**src/rtl/lfsr_vtg_pkg.sv**
```systemverilog
package lfsr_vtg_pkg;
  localparam int LW = 16;
  localparam logic [LW-1:0] SEED = '1;
  localparam int NREG = 8;

  typedef enum logic [1:0] {ST_IDLE, ST_CONV, ST_RUN} seq_e;

  // one step: shift left, feed back taps 15,4,2,1
  function automatic logic [LW-1:0] lfsr_next(input logic [LW-1:0] s);
    return {s[LW-2:0], s[15] ^ s[4] ^ s[2] ^ s[1]};
  endfunction
endpackage

```
**src/rtl/lfsr_cnt_conv.sv**
```systemverilog
module lfsr_cnt_conv
  import lfsr_vtg_pkg::*;
(
  input  logic          clk_i,
  input  logic          rst_ni,
  input  logic          start_i,
  input  logic [LW-1:0] count_i,
  output logic          busy_o,
  output logic          done_o,
  output logic [LW-1:0] state_o
);
  logic [LW-1:0] rem_q;

  always_ff @(posedge clk_i or negedge rst_ni) begin
    if (!rst_ni) begin
      busy_o  <= 1'b0;
      done_o  <= 1'b0;
      rem_q   <= '0;
      state_o <= SEED;
    end else begin
      done_o <= 1'b0;
      if (start_i) begin
        state_o <= SEED;
        rem_q   <= count_i;
        busy_o  <= 1'b1;
      end else if (busy_o) begin
        if (rem_q == '0) begin
          busy_o <= 1'b0;
          done_o <= 1'b1;
        end else begin
          state_o <= lfsr_next(state_o);
          rem_q   <= rem_q - 1'b1;
        end
      end
    end
  end

  p_start_busy_r2: assert property (@(posedge clk_i) disable iff (!rst_ni)
    start_i |=> busy_o && !done_o);
  p_done_after_busy_r2: assert property (@(posedge clk_i) disable iff (!rst_ni)
    done_o |-> !busy_o && $past(busy_o));
  p_rem_down_r2: assert property (@(posedge clk_i) disable iff (!rst_ni)
    busy_o && !start_i && rem_q != '0 |=> rem_q == $past(rem_q) - 1'b1);
endmodule

```
**src/rtl/lfsr_axis.sv**
```systemverilog
module lfsr_axis
  import lfsr_vtg_pkg::*;
#(
  parameter bit LOOKAHEAD = 1'b0,  // compare successor state for terminal
  parameter int NWIN = 2
) (
  input  logic                     clk_i,
  input  logic                     rst_ni,
  input  logic                     clr_i,
  input  logic                     adv_i,
  input  logic [LW-1:0]            end_i,
  input  logic [NWIN-1:0][LW-1:0]  on_i,
  input  logic [NWIN-1:0][LW-1:0]  off_i,
  output logic                     wrap_o,
  output logic [NWIN-1:0]          flag_o
);
  logic [LW-1:0] st_q;
  logic          hit;

  generate
    if (LOOKAHEAD) begin : g_ahead
      assign hit = (lfsr_next(st_q) == end_i);
    end else begin : g_now
      assign hit = (st_q == end_i);
    end
  endgenerate

  assign wrap_o = adv_i & hit;

  always_ff @(posedge clk_i or negedge rst_ni) begin
    if (!rst_ni)     st_q <= SEED;
    else if (clr_i)  st_q <= SEED;
    else if (adv_i)  st_q <= hit ? SEED : lfsr_next(st_q);
  end

  for (genvar w = 0; w < NWIN; w++) begin : g_win
    always_ff @(posedge clk_i or negedge rst_ni) begin
      if (!rst_ni)      flag_o[w] <= 1'b0;
      else if (clr_i)   flag_o[w] <= 1'b0;
      else if (adv_i) begin
        if (st_q == on_i[w])       flag_o[w] <= 1'b1;
        else if (st_q == off_i[w]) flag_o[w] <= 1'b0;
      end
    end
  end

  p_wrap_reload_r3: assert property (@(posedge clk_i) disable iff (!rst_ni)
    wrap_o && !clr_i |=> st_q == SEED);
  p_step_moves_r6: assert property (@(posedge clk_i) disable iff (!rst_ni)
    adv_i && !hit && !clr_i |=> st_q != $past(st_q));
  p_clear_r10: assert property (@(posedge clk_i) disable iff (!rst_ni)
    clr_i |=> st_q == SEED && flag_o == '0);
endmodule

```
**src/rtl/lfsr_vtg.sv**
```systemverilog
module lfsr_vtg
  import lfsr_vtg_pkg::*;
#(
  parameter int TW = 12
) (
  input  logic          clk_i,
  input  logic          rst_ni,
  input  logic          load_i,
  input  logic [TW-1:0] htotal_i,
  input  logic [TW-1:0] hactive_i,
  input  logic [TW-1:0] hsync_start_i,
  input  logic [TW-1:0] hsync_len_i,
  input  logic [TW-1:0] vtotal_i,
  input  logic [TW-1:0] vactive_i,
  input  logic [TW-1:0] vsync_start_i,
  input  logic [TW-1:0] vsync_len_i,
  input  logic [1:0]    blank_mode_i,
  output logic          hsync_o,
  output logic          vsync_o,
  output logic          de_o,
  output logic          blank_o,
  output logic          ready_o
);
  localparam logic [LW-1:0] HSS_ENC = lfsr_next(SEED);  // fixed sync start = 1
  localparam int IW = $clog2(NREG);

  function automatic logic [LW-1:0] ext(input logic [TW-1:0] v);
    return LW'(v);
  endfunction

  seq_e                     state_q;
  logic [IW-1:0]            idx_q;
  logic                     pending_q;
  logic [NREG-1:0][LW-1:0]  enc_q;
  logic [7:0][TW-1:0]       cfg_q;
  logic [LW-1:0]            conv_cnt, conv_st;
  logic                     conv_busy, conv_done;

  // binary position value for each slot
  always_comb begin
    unique case (idx_q)
      3'd0:    conv_cnt = ext(cfg_q[0]) - 16'd1;
      3'd1:    conv_cnt = ext(cfg_q[3]) + 16'd1;
      3'd2:    conv_cnt = ext(cfg_q[0]) - ext(cfg_q[2]);
      3'd3:    conv_cnt = ext(cfg_q[0]) - ext(cfg_q[2]) + ext(cfg_q[1]);
      3'd4:    conv_cnt = ext(cfg_q[4]);
      3'd5:    conv_cnt = ext(cfg_q[7]);
      3'd6:    conv_cnt = ext(cfg_q[4]) - ext(cfg_q[6]);
      default: conv_cnt = ext(cfg_q[4]) - ext(cfg_q[6]) + ext(cfg_q[5]);
    endcase
  end

  lfsr_cnt_conv u_conv (
    .clk_i   (clk_i),
    .rst_ni  (rst_ni),
    .start_i (pending_q),
    .count_i (conv_cnt),
    .busy_o  (conv_busy),
    .done_o  (conv_done),
    .state_o (conv_st)
  );

  always_ff @(posedge clk_i or negedge rst_ni) begin
    if (!rst_ni) begin
      state_q   <= ST_IDLE;
      idx_q     <= '0;
      pending_q <= 1'b0;
      enc_q     <= '{default: SEED};
      cfg_q     <= '0;
    end else if (load_i) begin
      cfg_q     <= {vsync_len_i, vsync_start_i, vactive_i, vtotal_i,
                    hsync_len_i, hsync_start_i, hactive_i, htotal_i};
      state_q   <= ST_CONV;
      idx_q     <= '0;
      pending_q <= 1'b1;
    end else if (state_q == ST_CONV) begin
      if (pending_q) begin
        pending_q <= 1'b0;
      end else if (conv_done) begin
        enc_q[idx_q] <= conv_st;
        if (idx_q == IW'(NREG - 1)) begin
          state_q <= ST_RUN;
        end else begin
          idx_q     <= idx_q + 1'b1;
          pending_q <= 1'b1;
        end
      end
    end
  end

  logic run, pd, hwrap, vwrap;
  logic [1:0] hflag, vflag;

  assign run = (state_q == ST_RUN);
  assign pd  = blank_mode_i[1];

  lfsr_axis #(.LOOKAHEAD(1'b0), .NWIN(2)) u_hax (
    .clk_i  (clk_i),
    .rst_ni (rst_ni),
    .clr_i  (~run | pd),
    .adv_i  (run & ~pd),
    .end_i  (enc_q[0]),
    .on_i   ({enc_q[2], HSS_ENC}),
    .off_i  ({enc_q[3], enc_q[1]}),
    .wrap_o (hwrap),
    .flag_o (hflag)
  );

  // vertical terminal is vtotal; successor compare gives vtotal lines
  lfsr_axis #(.LOOKAHEAD(1'b1), .NWIN(2)) u_vax (
    .clk_i  (clk_i),
    .rst_ni (rst_ni),
    .clr_i  (~run | pd),
    .adv_i  (hwrap),
    .end_i  (enc_q[4]),
    .on_i   ({enc_q[6], SEED}),
    .off_i  ({enc_q[7], enc_q[5]}),
    .wrap_o (vwrap),
    .flag_o (vflag)
  );

  assign hsync_o = run & ~pd & hflag[0];
  assign vsync_o = run & ~pd & vflag[0];
  assign de_o    = run & (blank_mode_i == 2'b00) & hflag[1] & vflag[1];
  assign blank_o = ~de_o;
  assign ready_o = run;

  p_load_drops_ready_r12: assert property (@(posedge clk_i) disable iff (!rst_ni)
    load_i |=> !ready_o);
  p_start_quiet_r4: assert property (@(posedge clk_i) disable iff (!rst_ni)
    $rose(ready_o) |-> !hsync_o && !vsync_o && !de_o);
  p_vwrap_on_hwrap_r6: assert property (@(posedge clk_i) disable iff (!rst_ni)
    vwrap |-> hwrap);
  p_conv_idle_run_r2: assert property (@(posedge clk_i) disable iff (!rst_ni)
    run && !load_i |-> !conv_busy);
endmodule

```
**config.mk**
```make
export PLATFORM = sky130hd
export DESIGN_NAME = lfsr_vtg
export DESIGN_NICKNAME = d
export VERILOG_FILES = /design/src/rtl/lfsr_vtg_pkg.sv /design/src/rtl/lfsr_cnt_conv.sv /design/src/rtl/lfsr_axis.sv /design/src/rtl/lfsr_vtg.sv
export SDC_FILE = /design/constraint.sdc
export NUM_CORES = 1
export LEC_CHECK = 0
export BUFFER_PORTS_ARGS = -buffer_cell sky130_fd_sc_hd__buf_2
export CAP_MARGIN = 20
export CORE_ASPECT_RATIO = 0.8
export CORE_MARGIN = 8
export CORE_UTILIZATION = 45
export DETAILED_ROUTE_END_ITERATION = 12
export HOLD_SLACK_MARGIN = 0.02
export PLACE_DENSITY = 0.64
export SETUP_SLACK_MARGIN = 0.2
export SYNTH_ARGS = -nofsm -noshare
export SYNTH_HDL_FRONTEND = slang
export SYNTH_SLANG_ARGS = --single-unit
```
**constraint.sdc**
```tcl
create_clock -name clk_i -period 4.3 [get_ports clk_i]
set_clock_uncertainty 0.15 [all_clocks]
set_input_delay 0 -clock clk_i [delete_from_list [all_inputs] [get_ports clk_i]]
set_output_delay 0 -clock clk_i [all_outputs]
set_load 0.005 [all_outputs]
```
; ---- Word-level counts from Yosys, hierarchy flattened
; Cells that the tools add are included.
[totals]
reg_bits = 300
inputBits = 101
out_inout_bits = 5
wordCells = 158
[op_classes]
n_addsub = 8
order_cmp = 2
n_eq_ne = 22
mux = 53
bitwise = 22
reduce_logical = 22
[op_table]
columns = operator, count
row1 = $mux 16, 13
row2 = $bwmux 128, 1
row3 = $eq 16x16->1, 8
row4 = $pmux 16 s7, 1
row5 = $demux 16 s3, 1
row6 = $eq 16x16->1 const B, 2
row7 = $add 13x13->14, 2
row8 = $mux 1, 27
row9 = $sub 12x12->13, 2
row10 = $logic_not 16->1, 1
row11 = $sub 16x1->16 const B, 1
row12 = $mux 3, 5
row13 = $add 12x1->13 const B, 1
row14 = $sub 12x1->13 const B, 1
row15 = $eq 3x3->1 const B, 4
row16 = $reduce_and 4->1, 3
row17 = $reduce_bool 2->1, 6
row18 = $reduce_bool 3->1, 4
row19 = $mux 2, 5
row20 = $reduce_and 2->1, 5
row21 = $xor 1x1->1, 9
row22 = $and 1x1->1, 7
row23 = $eq 3x2->1 const B, 2
row24 = $ne 2x2->1 const B, 3
row25 = 11 further kinds, 15

; ---- Logic depth before layout (Yosys ltp)
; Gate-level depths: netlist of run 1.
[depth]
depth_word = 7
ltp_mapped = 15
ltp_nobuf = 15

; ---- Cells and area by module
; A second synthesis of run 1 with hierarchy kept.
[hier_totals]
hier_cells = 1616
area_unflattened_um2 = 17626.9
[by_module_without_submodules]
columns = mod, n_inst, cells_per_inst, area_each_um2, seq_area_each_um2
row1 = lfsr_vtg, 1, 1025, 12054.1, 5915.7
row2 = lfsr_axis (u_hax), 1, 221, 1930.6, 470.5
row3 = lfsr_cnt_conv, 1, 198, 1923.1, 870.8
row4 = lfsr_axis (u_vax), 1, 172, 1719.1, 470.5

; ---- Worst setup path before layout of run 1
; Ideal clock, no wire load.
[synth_path]
path_type = register to register
startpoint = register cfg_q[48] (netlist bit)
endpoint = register u_conv.rem_q[12]
setup_ns = 0.086
arrival_time_ns = 3.445
required_time_ns = 4.064
setup_slack_ns = 0.619
stages_incl_launch_ff = 16
n_path_buf = 0
period_less_slack_ns = 3.681
path_cell_list = dfrtp_1 inv_1 ha_1 inv_1 fa_1 a21o_1 a2111oi_4 a21oi_2 xor2_1 ha_1 a21o_1 a41o_1 a2111oi_0 nor3_1 nand3b_1 a32oi_1
[synth_between]
elab_chain_cells = 4
[synth_lines]
columns = element, line_no
row1 = from (decl), lfsr_vtg.sv:35  ; logic [7:0][TW-1:0] cfg_q;
row2 = from (signal assigned), lfsr_vtg.sv:71  ; cfg_q <= {vsync_len_i, vsync_start_i, vactive_i, vtotal_i,
row3 = $sub 12x12->13 (*), "lfsr_vtg.sv:48, lfsr_vtg.sv:49"
row4 = $add 13x13->14, lfsr_vtg.sv:49  ; default: conv_cnt = ext(cfg_q[4]) - ext(cfg_q[6]) + ext(cfg_q[5]);
row5 = $pmux 16 s7 (*), lfsr_vtg.sv:41  ; unique case (idx_q)
row6 = $mux 16 (*), lfsr_cnt_conv.sv:22  ; if (start_i) begin
row7 = to (signal assigned), lfsr_cnt_conv.sv:24  ; rem_q <= count_i;
row8 = to (signal assigned), lfsr_cnt_conv.sv:32  ; rem_q <= rem_q - 1'b1;
row9 = to (decl), lfsr_cnt_conv.sv:12  ; logic [LW-1:0] rem_q;
; Every way passes the cells marked *; elsewhere a longest branch is shown, timed or not.
; A chain may end at the register's enable or synchronous reset.

; ---- Final worst setup path of run 1
[layout_path]
startpoint = register cfg_q[0] (netlist bit)
endpoint = register u_conv.rem_q[12]
[layout_between]
elab_chain_cells = 4
elab_cells_between_ends = 5
cone_classes = add/sub (3) / mux (2)
[layout_lines]
columns = element, line_no
row1 = $sub 12x12->13, "lfsr_vtg.sv:44, lfsr_vtg.sv:45"
row2 = $add 13x13->14, lfsr_vtg.sv:45  ; 3'd3: conv_cnt = ext(cfg_q[0]) - ext(cfg_q[2]) + ext(cfg_q[1]);
row3 = $pmux 16 s7 (*), lfsr_vtg.sv:41
row4 = $mux 16 (*), lfsr_cnt_conv.sv:22
; Marked as above.

==> qor.csv, run 1 <==
metric;value;unit
hold endpoint;cfg_q[75];
outcome;finished, final reports clean;
vias in the first global route;12700;
synth unique cells;77;
total iterations of the first detailed-routing run;7;
Final nets;1893;
CP arrival;4.33;ns
final hold viol count;0;
worst r2r dst;u_conv.rem_q[12];
Max Slew Vio Count;0;
I/O pin count;106;
Power, Total;0.00770;W
final cycle utilization of the critical path;0.923;
Worst Setup SP;cfg_q[0];
flops & latches, synth;300;
crit end category;register;
share of cells above drive strength 1;0.295;
sequential cell area;7730;um^2
top post-synthesis cells by area;dfstp_2 28%, dfrtp_1 19%, mux2_2 9.3%;
HP Class;input pin to register;
register area share after synthesis;0.463;
RR Startpoint;cfg_q[0];
CTS root buffer;clkbuf_16;
slew of the pin with the lowest slew margin;1.03;ns
Clk pin slew, worst setup/hold paths;0.06;ns
RSZ-0062 raised after global routing;false;
Clock H-tree levels;1;
Initial DRC Count;997;
CP required;4.66;ns
final setup TNS;0;ns
CTS tree;built;
# rows;63;
share of the synthesized area in the top cell type;0.277;
first-pass GRT wire length;74500;um
Leak Pwr;8.41;nW
GRT overflow;0;
Initial Util;0.454;
ANT nets after route;0;
largest area contributor in the netlist;dfstp_2;
EDFF count, synth;0;
GRT Total Usage;0.215;
area of the core;36800;um^2
Routed WL;47100;um
FMAX;252;MHz
Area growth syn-to-layout;22.3;%
hold path startpoint;vsync_start_i[3];
DR vias/cell;5.56;
TritonCTS Buffers;31;
Die Ht;188;um
Avg Inst Size Synth;11.1;um^2
initial antenna violation count;5;
full die area;43600;um^2
via count;12500;
Power Dens Cells;377;nW/um^2
Syn Std Cell Area;16700;um^2
count leader, synth;dfstp_2;
R2R cell count;14;
maximum capacitance violations;0;
die width;231;um
Yosys warnings;0;
average wire per standard cell;21.0;um
clk buf depth;3;
Final setup viols;0;
# port buffers;105;
startpoint types;register;
Filler Cell Count;3123;
Max FO, Critical Path;4;
WS Path Type;register to register;
Hold Path Depth;4;
flop2flop setup slack;0.33;ns
HPWL after DPL;32000;um
largest net degree at the start of global routing;101;
Mapped Cells;1505;
Tmin final;3.97;ns
clock sinks;300;
Max IR drop VDD;0.000294;V
most common library cells after synthesis;176 x dfstp_2, 138 x mux2_2, 136 x xnor2_1, 124 x dfrtp_1, 107 x nand2_1;
drt drc;0;
syn nets;1668;
RD Place Congestion;0.926;
Main synth FF type;dfstp_2;
ys async rst share;1.00;
relative slew slack;0.310;
multi-input logic area;8410;um^2
Worst-Skew Late Latency;0.59;ns
[where the power goes]
group / internal (W) / switching, W
Combinational: 0.000827 / 0.000974
Sequential: 0.00295 / 0.000135
Clock: 0.00165 / 0.00116
Total: 0.00543 / 0.00227
[registers in the layout (all words and copies together), names as in the netlist, 3 cells and up]
| signal | flops |
|---|---|
| u_conv.state_o | 16 |
| enc_q | 128 |
| u_vax.st_q | 16 |
| idx_q | 3 |
| u_hax.st_q | 16 |
| u_conv.rem_q | 16 |
| cfg_q | 96 |
[per-stage QoR]
step / hold WS (ns) / cells / utilization / cell area [um^2] / worst slack, ns
after floorplan: -0.446 / 1505 / - / 16700 / 0.619
after global placement: -0.0279 / 2012 / 0.477 / 17500 / 0.264
after detailed placement: -0.0207 / 2012 / 0.477 / 17500 / 0.152
after CTS: 0.0233 / 2241 / 0.553 / 20300 / 0.246
after global routing: 0.0503 / 2245 / 0.555 / 20400 / 0.164
final: 0.0496 / 2245 / 0.555 / 20400 / 0.330
[final cells by class]
type	instances	area share
clock buffers	42	0.0424
clock inverters	16	0.00968
well taps	487	0.0298
repair buffers	294	0.118
inverters	50	0.00919
flip-flops and latches	300	0.378
diodes	3	0.000367
multi-input cells	1053	0.412
[worst max path at each step]
stage | endpoint
floorplan | u_conv.rem_q[12]
global placement | u_conv.rem_q[12]
detailed placement | u_conv.rem_q[12]
CTS | u_conv.rem_q[14]
global route | u_conv.rem_q[12]
finish | u_conv.rem_q[12]
[what timing repair did]
action | 4_1_cts | 5_1_grt
setup buffers | 0 | 1
endpoints found under the hold margin | 285 | 0
endpoints found under the setup margin | 3 | 7
resized for setup | 2 | 13
pin swaps | 0 | 5
hold buffers | 171 | 0
[logic make-up after synthesis]
family	after synthesis	share of synthesized area
AND/OR/NAND/NOR	345	0.108
flip-flops	300	0.463
AO/OA/AOI/OAI	243	0.101
multiplexers	205	0.138
XOR/XNOR	198	0.104
buffers and inverters	152	0.0389
adder cells (fa/ha/maj)	62	0.0482
[metal layers]
metal | up-vias | share of wire | track usage
met2 | 340 | 0.43 | 0.313
met4 | 0 | 0.022 | 0.0528
met1 | 6264 | 0.49 | 0.317
met3 | 68 | 0.062 | 0.0494
met5 | - | 0 | 0
li1 | 5799 | - | -
[placed cells by master, fill, tap and decap left out, drive strengths merged, types with 11 or more instances in the layout]
master	count
a21o	11
a21oi	36
a22oi	12
a31oi	11
buf	124
clkbuf	42
dfrtp	124
dfstp	176
dlygate4sd3	170
ha	58
inv	51
mux2	202
nand2	107
nand3	27
nand4	35
nor2	45
nor2b	13
nor3	29
nor4	27
o21a	11
o21ai	68
o22a	16
or3	27
xnor2	136
xor2	62
[critical path: stages (launching register included)]
cell       delay (ns)
dfrtp_1          0.41
inv_1            0.12
ha_1             0.27
fa_1             0.47
nor2b_2          0.18
o2111ai_1        0.16
and3_1           0.25
nor2_2           0.13
xor2_2           0.22
ha_1             0.31
a21o_1           0.17
a221o_1          0.38
a31oi_1          0.19
mux2_2           0.35
a32oi_1          0.16
Note: power is estimated with default switching activity, not from simulation.
==> run 2: changes to the inputs <==
--- a/config.mk
+++ b/config.mk
@@ -8,7 +8,7 @@
 export BUFFER_PORTS_ARGS = -buffer_cell sky130_fd_sc_hd__buf_2
 export CAP_MARGIN = 20
 export CORE_ASPECT_RATIO = 0.8
-export CORE_MARGIN = 8
+export CORE_MARGIN = 2
 export CORE_UTILIZATION = 45
 export DETAILED_ROUTE_END_ITERATION = 12
 export HOLD_SLACK_MARGIN = 0.02
==> qor.csv, run 2 (synthesized netlist as in run 1, its figures left out) <==
metric;value;unit;change
Max IR drop VDD;0.000243;V;was 0.000294 V
Routed WL;45500;um;was 47100 um
largest net degree at the start of global routing;125;;was 101
Clock H-tree levels;2;;was 1
GRT overflow;0;;unchanged
RSZ-0062 raised after global routing;false;;unchanged
WS Path Type;register to register;;unchanged
final cycle utilization of the critical path;0.912;;was 0.923
Max FO, Critical Path;4;;unchanged
CTS tree;built;;unchanged
final setup TNS;0;ns;unchanged
Top Registers;enc_q x128, cfg_q x96;;unchanged
HP Class;input pin to async pin;;was input pin to register
Leak Pwr;8.39;nW;was 8.41 nW
Crit path buffers/inverters;2;;was 1
most common cell after layout, fill and taps aside;dfstp_2;;unchanged
average wire per standard cell;20.4;um;was 21.0 um
full die area;38700;um^2;was 43600 um^2
Initial Util;0.454;;unchanged
Filler Cell Count;3104;;was 3123
slew of the pin with the lowest slew margin;1.01;ns;was 1.03 ns
clk buf depth;3;;unchanged
CP arrival;4.15;ns;was 4.33 ns
worst-path cell chain;inv_1 > ha_1 > fa_1 > inv_1 > ha_1 > a211o_1 > a2111oi_0 > o211ai_1 > a41o_1 > a211oi_1 > a31oi_1;;was inv_1 > ha_1 > fa_1 > nor2b_2 > o2111ai_1 > and3_1 > nor2_2 > xor2_2 > ha_1 > a21o_1 > a221o_1 > a31oi_1 > mux2_2 > a32oi_1
Area growth syn-to-layout;21.7;%;was 22.3%
CTS root buffer;clkbuf_16;;unchanged
most frequent cells in the layout;176 x dfstp_2, 148 x dlygate4sd3_1, 138 x mux2_2;;was 176 x dfstp_2, 170 x dlygate4sd3_1, 138 x mux2_2
Power Dens Cells;388;nW/um^2;was 377 nW/um^2
area of the core;36800;um^2;unchanged
Worst-Skew Late Latency;0.53;ns;was 0.59 ns
die width;219;um;was 231 um
final hold viol count;16;;was 0
Crit path largest cell delay;0.69;ns;was 0.47 ns
ANT nets after route;0;;unchanged
HPWL after DPL;31100;um;was 32000 um
share of cells above drive strength 1;0.304;;was 0.295
Final setup viols;0;;unchanged
I/O pin count;106;;unchanged
failing checks;hold timing;;
hold_ws;-0.00974;ns;was 0.0496 ns
GRT Total Usage;0.240;;was 0.215
Die Ht;176;um;was 188 um
DR vias/cell;5.60;;was 5.56
maximum capacitance violations;0;;unchanged
vias in the first global route;12300;;was 12700
largest reg by FF count;enc_q;;unchanged
outcome;finished, violations left;;was finished, final reports clean
TritonCTS Buffers;35;;was 31
Max Slew Vio Count;0;;unchanged
Final nets;1879;;was 1893
RD Place Congestion;0.937;;was 0.926
sequential cell area;7730;um^2;unchanged
Layout Utilization;0.552;;was 0.555
drt drc;0;;unchanged
# rows;63;;unchanged
FMAX;255;MHz;was 252 MHz
number of flip-flops in the largest register;128;;unchanged
via count;12500;;about the same
clock sinks;300;;unchanged
relative slew slack;0.329;;was 0.310
CP required;4.53;ns;was 4.66 ns
Initial DRC Count;1012;;was 997
first-pass GRT wire length;71700;um;was 74500 um
initial antenna violation count;0;;was 5
multi-input logic area;8420;um^2;was 8410 um^2
Clk pin slew, worst setup/hold paths;0.06;ns;about the same
crit end category;register;;unchanged
# port buffers;105;;unchanged
Tmin final;3.92;ns;was 3.97 ns
flop2flop setup slack;0.38;ns;was 0.33 ns
startpoint types;register;;unchanged
critical path's top delay family;compound AO/OA/AOI/OAI gates;;unchanged
Ant. Diodes;0;;was 3
CP max stage cell;a2111oi_0;;was fa_1
total iterations of the first detailed-routing run;6;;was 7
-- run 2: area by class of cell --
type | count | share of cell area
well taps | 487 | 0.0300
clock buffers | 51 | 0.0510
flip-flops and latches | 300 | 0.380
inverters | 50 | 0.00923
multi-input cells | 1053 | 0.414
clock inverters | 13 | 0.00677
repair buffers | 276 | 0.108
-- run 2: report_power, final --
| part | internal (W) | switching [W] |
|---|---|---|
| Clock | 0.00180 | 0.00122 |
| Sequential | 0.00295 | 0.000130 |
| Combinational | 0.000817 | 0.000960 |
| Total | 0.00557 | 0.00231 |
-- run 2: what timing repair did --
action	CTS	global route
gates resized for setup	1	15
buffers inserted	0	3
hold buffers	148	0
cloned	0	0
endpoints found under the hold margin	224	0
pin swaps	0	6
setup endpoints to repair	1	7
-- run 2: layer usage --
metal / share of wire / global-route usage
met5: 0 / 0
met4: 0.017 / 0.0524
met3: 0.071 / 0.0498
met2: 0.42 / 0.342
met1: 0.49 / 0.371
-- run 2: worst paths after layout --
path | startpoint | end | cells after the start
worst max-delay path | cfg_q[0] | u_conv.rem_q[11] | 11
worst min-delay path | rst_ni | cfg_q[84] | 2
worst max register to register | cfg_q[0] | u_conv.rem_q[11] | 11
worst min register to register | cfg_q[85] | cfg_q[85] | 1
max in group asynchronous | rst_ni | enc_q[125] | 3
min in group clk_i | vsync_start_i[2] | cfg_q[74] | 4
-- run 2: through the flow --
step | worst slack [ns] | total power (W) | instance area, um^2 | hold WS (ns) | cells
floorplan | 0.619 | 0.00419 | 16700 | -0.446 | 1505
global placement | 0.272 | 0.00462 | 17600 | 0.00294 | 2015
detailed placement | 0.218 | 0.00465 | 17600 | 0.00145 | 2015
CTS | 0.207 | 0.00784 | 20200 | 0.0484 | 2227
global route | 0.189 | 0.00824 | 20300 | 0.0787 | 2230
finish | 0.379 | 0.00789 | 20300 | -0.00974 | 2230
==> run 3: changes to the inputs <==
--- a/config.mk
+++ b/config.mk
@@ -10,9 +10,10 @@
 export CORE_ASPECT_RATIO = 0.8
 export CORE_MARGIN = 2
 export CORE_UTILIZATION = 45
+export CTS_BUF_LIST = sky130_fd_sc_hd__clkbuf_8
 export DETAILED_ROUTE_END_ITERATION = 12
 export HOLD_SLACK_MARGIN = 0.02
-export PLACE_DENSITY = 0.64
+export PLACE_DENSITY_LB_ADDON = 0.3
 export SETUP_SLACK_MARGIN = 0.2
 export SYNTH_ARGS = -nofsm -noshare
 export SYNTH_HDL_FRONTEND = slang
==> qor.csv, run 3 (synthesized netlist as in run 1, its figures left out) <==
metric;value;unit;change
Max FO, Critical Path;4;;unchanged
startpoint types;register;;unchanged
CTS root buffer;clkbuf_8;;was clkbuf_16
Max Slew Vio Count;0;;unchanged
share of cells above drive strength 1;0.292;;was 0.304
post-route setup slack;0.303;ns;was 0.379 ns
FMAX;250;MHz;was 255 MHz
ANT nets after route;0;;unchanged
DR vias/cell;5.55;;was 5.60
most frequent cells in the layout;248 x dlygate4sd3_1, 176 x dfstp_2, 138 x mux2_2;;was 176 x dfstp_2, 148 x dlygate4sd3_1, 138 x mux2_2
HPWL after DPL;31400;um;was 31100 um
clk buf depth;3;;unchanged
maximum capacitance violations;0;;unchanged
full die area;38700;um^2;unchanged
dpl ws;0.217;ns;was 0.218 ns
Final setup viols;0;;unchanged
final hold viol count;0;;was 16
average wire per standard cell;21.0;um;was 20.4 um
slew of the pin with the lowest slew margin;0.997;ns;was 1.01 ns
largest reg by FF count;enc_q;;unchanged
Routed WL;49500;um;was 45500 um
# rows;63;;unchanged
CTS tree;built;;unchanged
Final nets;1991;;was 1879
relative slew slack;0.333;;was 0.329
total iterations of the first detailed-routing run;7;;was 6
HP Class;input pin to register;;was input pin to async pin
GRT overflow;0;;unchanged
Max IR drop VDD;0.000236;V;was 0.000243 V
final cycle utilization of the critical path;0.930;;was 0.912
via count;13100;;was 12500
crit end category;register;;unchanged
RSZ-0062 raised after global routing;true;;was false
first-pass GRT wire length;77300;um;was 71700 um
CP required;4.66;ns;was 4.53 ns
GRT Total Usage;0.261;;was 0.240
# port buffers;105;;unchanged
Clk pin slew, worst setup/hold paths;0.07;ns;was 0.06 ns
drt drc;0;;unchanged
RD Place Congestion;0.916;;was 0.937
Power Dens Cells;361;nW/um^2;was 388 nW/um^2
clock sinks;300;;unchanged
Initial DRC Count;812;;was 1012
Initial Util;0.454;;unchanged
outcome;finished, final reports clean;;was finished, violations left
die width;219;um;unchanged
Leak Pwr;8.81;nW;was 8.39 nW
initial antenna violation count;4;;was 0
I/O pin count;106;;unchanged
WS Path Type;register to register;;unchanged
Layout Utilization;0.575;;was 0.552
most common cell after layout, fill and taps aside;dlygate4sd3_1;;was dfstp_2
Worst-Skew Late Latency;0.63;ns;was 0.53 ns
Top Registers;enc_q x128, cfg_q x96;;unchanged
Clock H-tree levels;2;;unchanged
TritonCTS Buffers;48;;was 35
Area growth syn-to-layout;26.8;%;was 21.7%
vias in the first global route;13500;;was 12300
area of the core;36800;um^2;unchanged
final setup TNS;0;ns;unchanged
largest net degree at the start of global routing;102;;was 125
Die Ht;176;um;unchanged
Power, Total;0.00765;W;was 0.00789 W
CP arrival;4.36;ns;was 4.15 ns
number of flip-flops in the largest register;128;;unchanged
Tmin final;4.00;ns;was 3.92 ns
run 3: layout make-up:
class                   instances  area, um^2
clock buffers                  64         881
diodes                          2        5.00
inverters                      50         188
fillers                      2984       15600
repair buffers                375        3200
multi-input cells            1053        8420
clock inverters                22         156
flip-flops and latches        300        7730
well taps                     487         609
run 3: metal layers:
layer / vias to the layer above / GRT usage / wire length (um)
met5: - / 0 / 13
met2: 441 / 0.393 / 21600
met4: 2 / 0.0797 / 1420
met3: 121 / 0.0667 / 3690
li1: 6011 / - / -
met1: 6482 / 0.370 / 22800
run 3: worst paths after layout:
kind                               from                to  slack [ns]  cells past startpoint
setup / recovery              cfg_q[48]  u_conv.rem_q[12]        0.30                     15
hold / removal             vactive_i[9]         cfg_q[69]        0.04                      3
setup reg to reg              cfg_q[48]  u_conv.rem_q[12]        0.30                     15
hold reg to reg               cfg_q[35]         cfg_q[35]        0.38                      2
max in group asynchronous        rst_ni         enc_q[24]        2.40                      4
min in group asynchronous        rst_ni         cfg_q[27]        0.46                      3
run 3: stage by stage:
step | hold WS, ns | instances | area (um^2)
floorplan | -0.446 | 1505 | 16700
global placement | 0.0351 | 2012 | 17500
detailed placement | 0.0500 | 2012 | 17500
CTS | 0.0209 | 2347 | 21100
global route | 0.0343 | 2353 | 21200
finish | 0.0389 | 2353 | 21200
run 3: critical path, cell delays in order (launching register included):
cell and delay, ns:
dfrtp_1 0.38, inv_1 0.07, ha_1 0.16, inv_1 0.06, fa_2 0.36, a21o_1 0.23, a2111oi_4 0.47, a21oi_2 0.17
xor2_2 0.34, ha_4 0.27, a21o_1 0.19, a41o_1 0.27, a2111oi_4 0.33, nor3_1 0.08, nand3b_1 0.16, a32oi_1 0.19
run 3: timing repair:
action	CTS	global route
endpoints found under the hold margin	219	0
hold buffers	249	0
endpoints found under the setup margin	1	7
resized for setup	1	15
setup buffers	0	4
pin swaps	0	9
run 3: where the power goes:
group / switching [W] / total (W) / internal (W)
sequential: 0.000134 / 0.00308 / 0.00295
clock: 0.00122 / 0.00267 / 0.00145
combinational: 0.000998 / 0.00189 / 0.000893
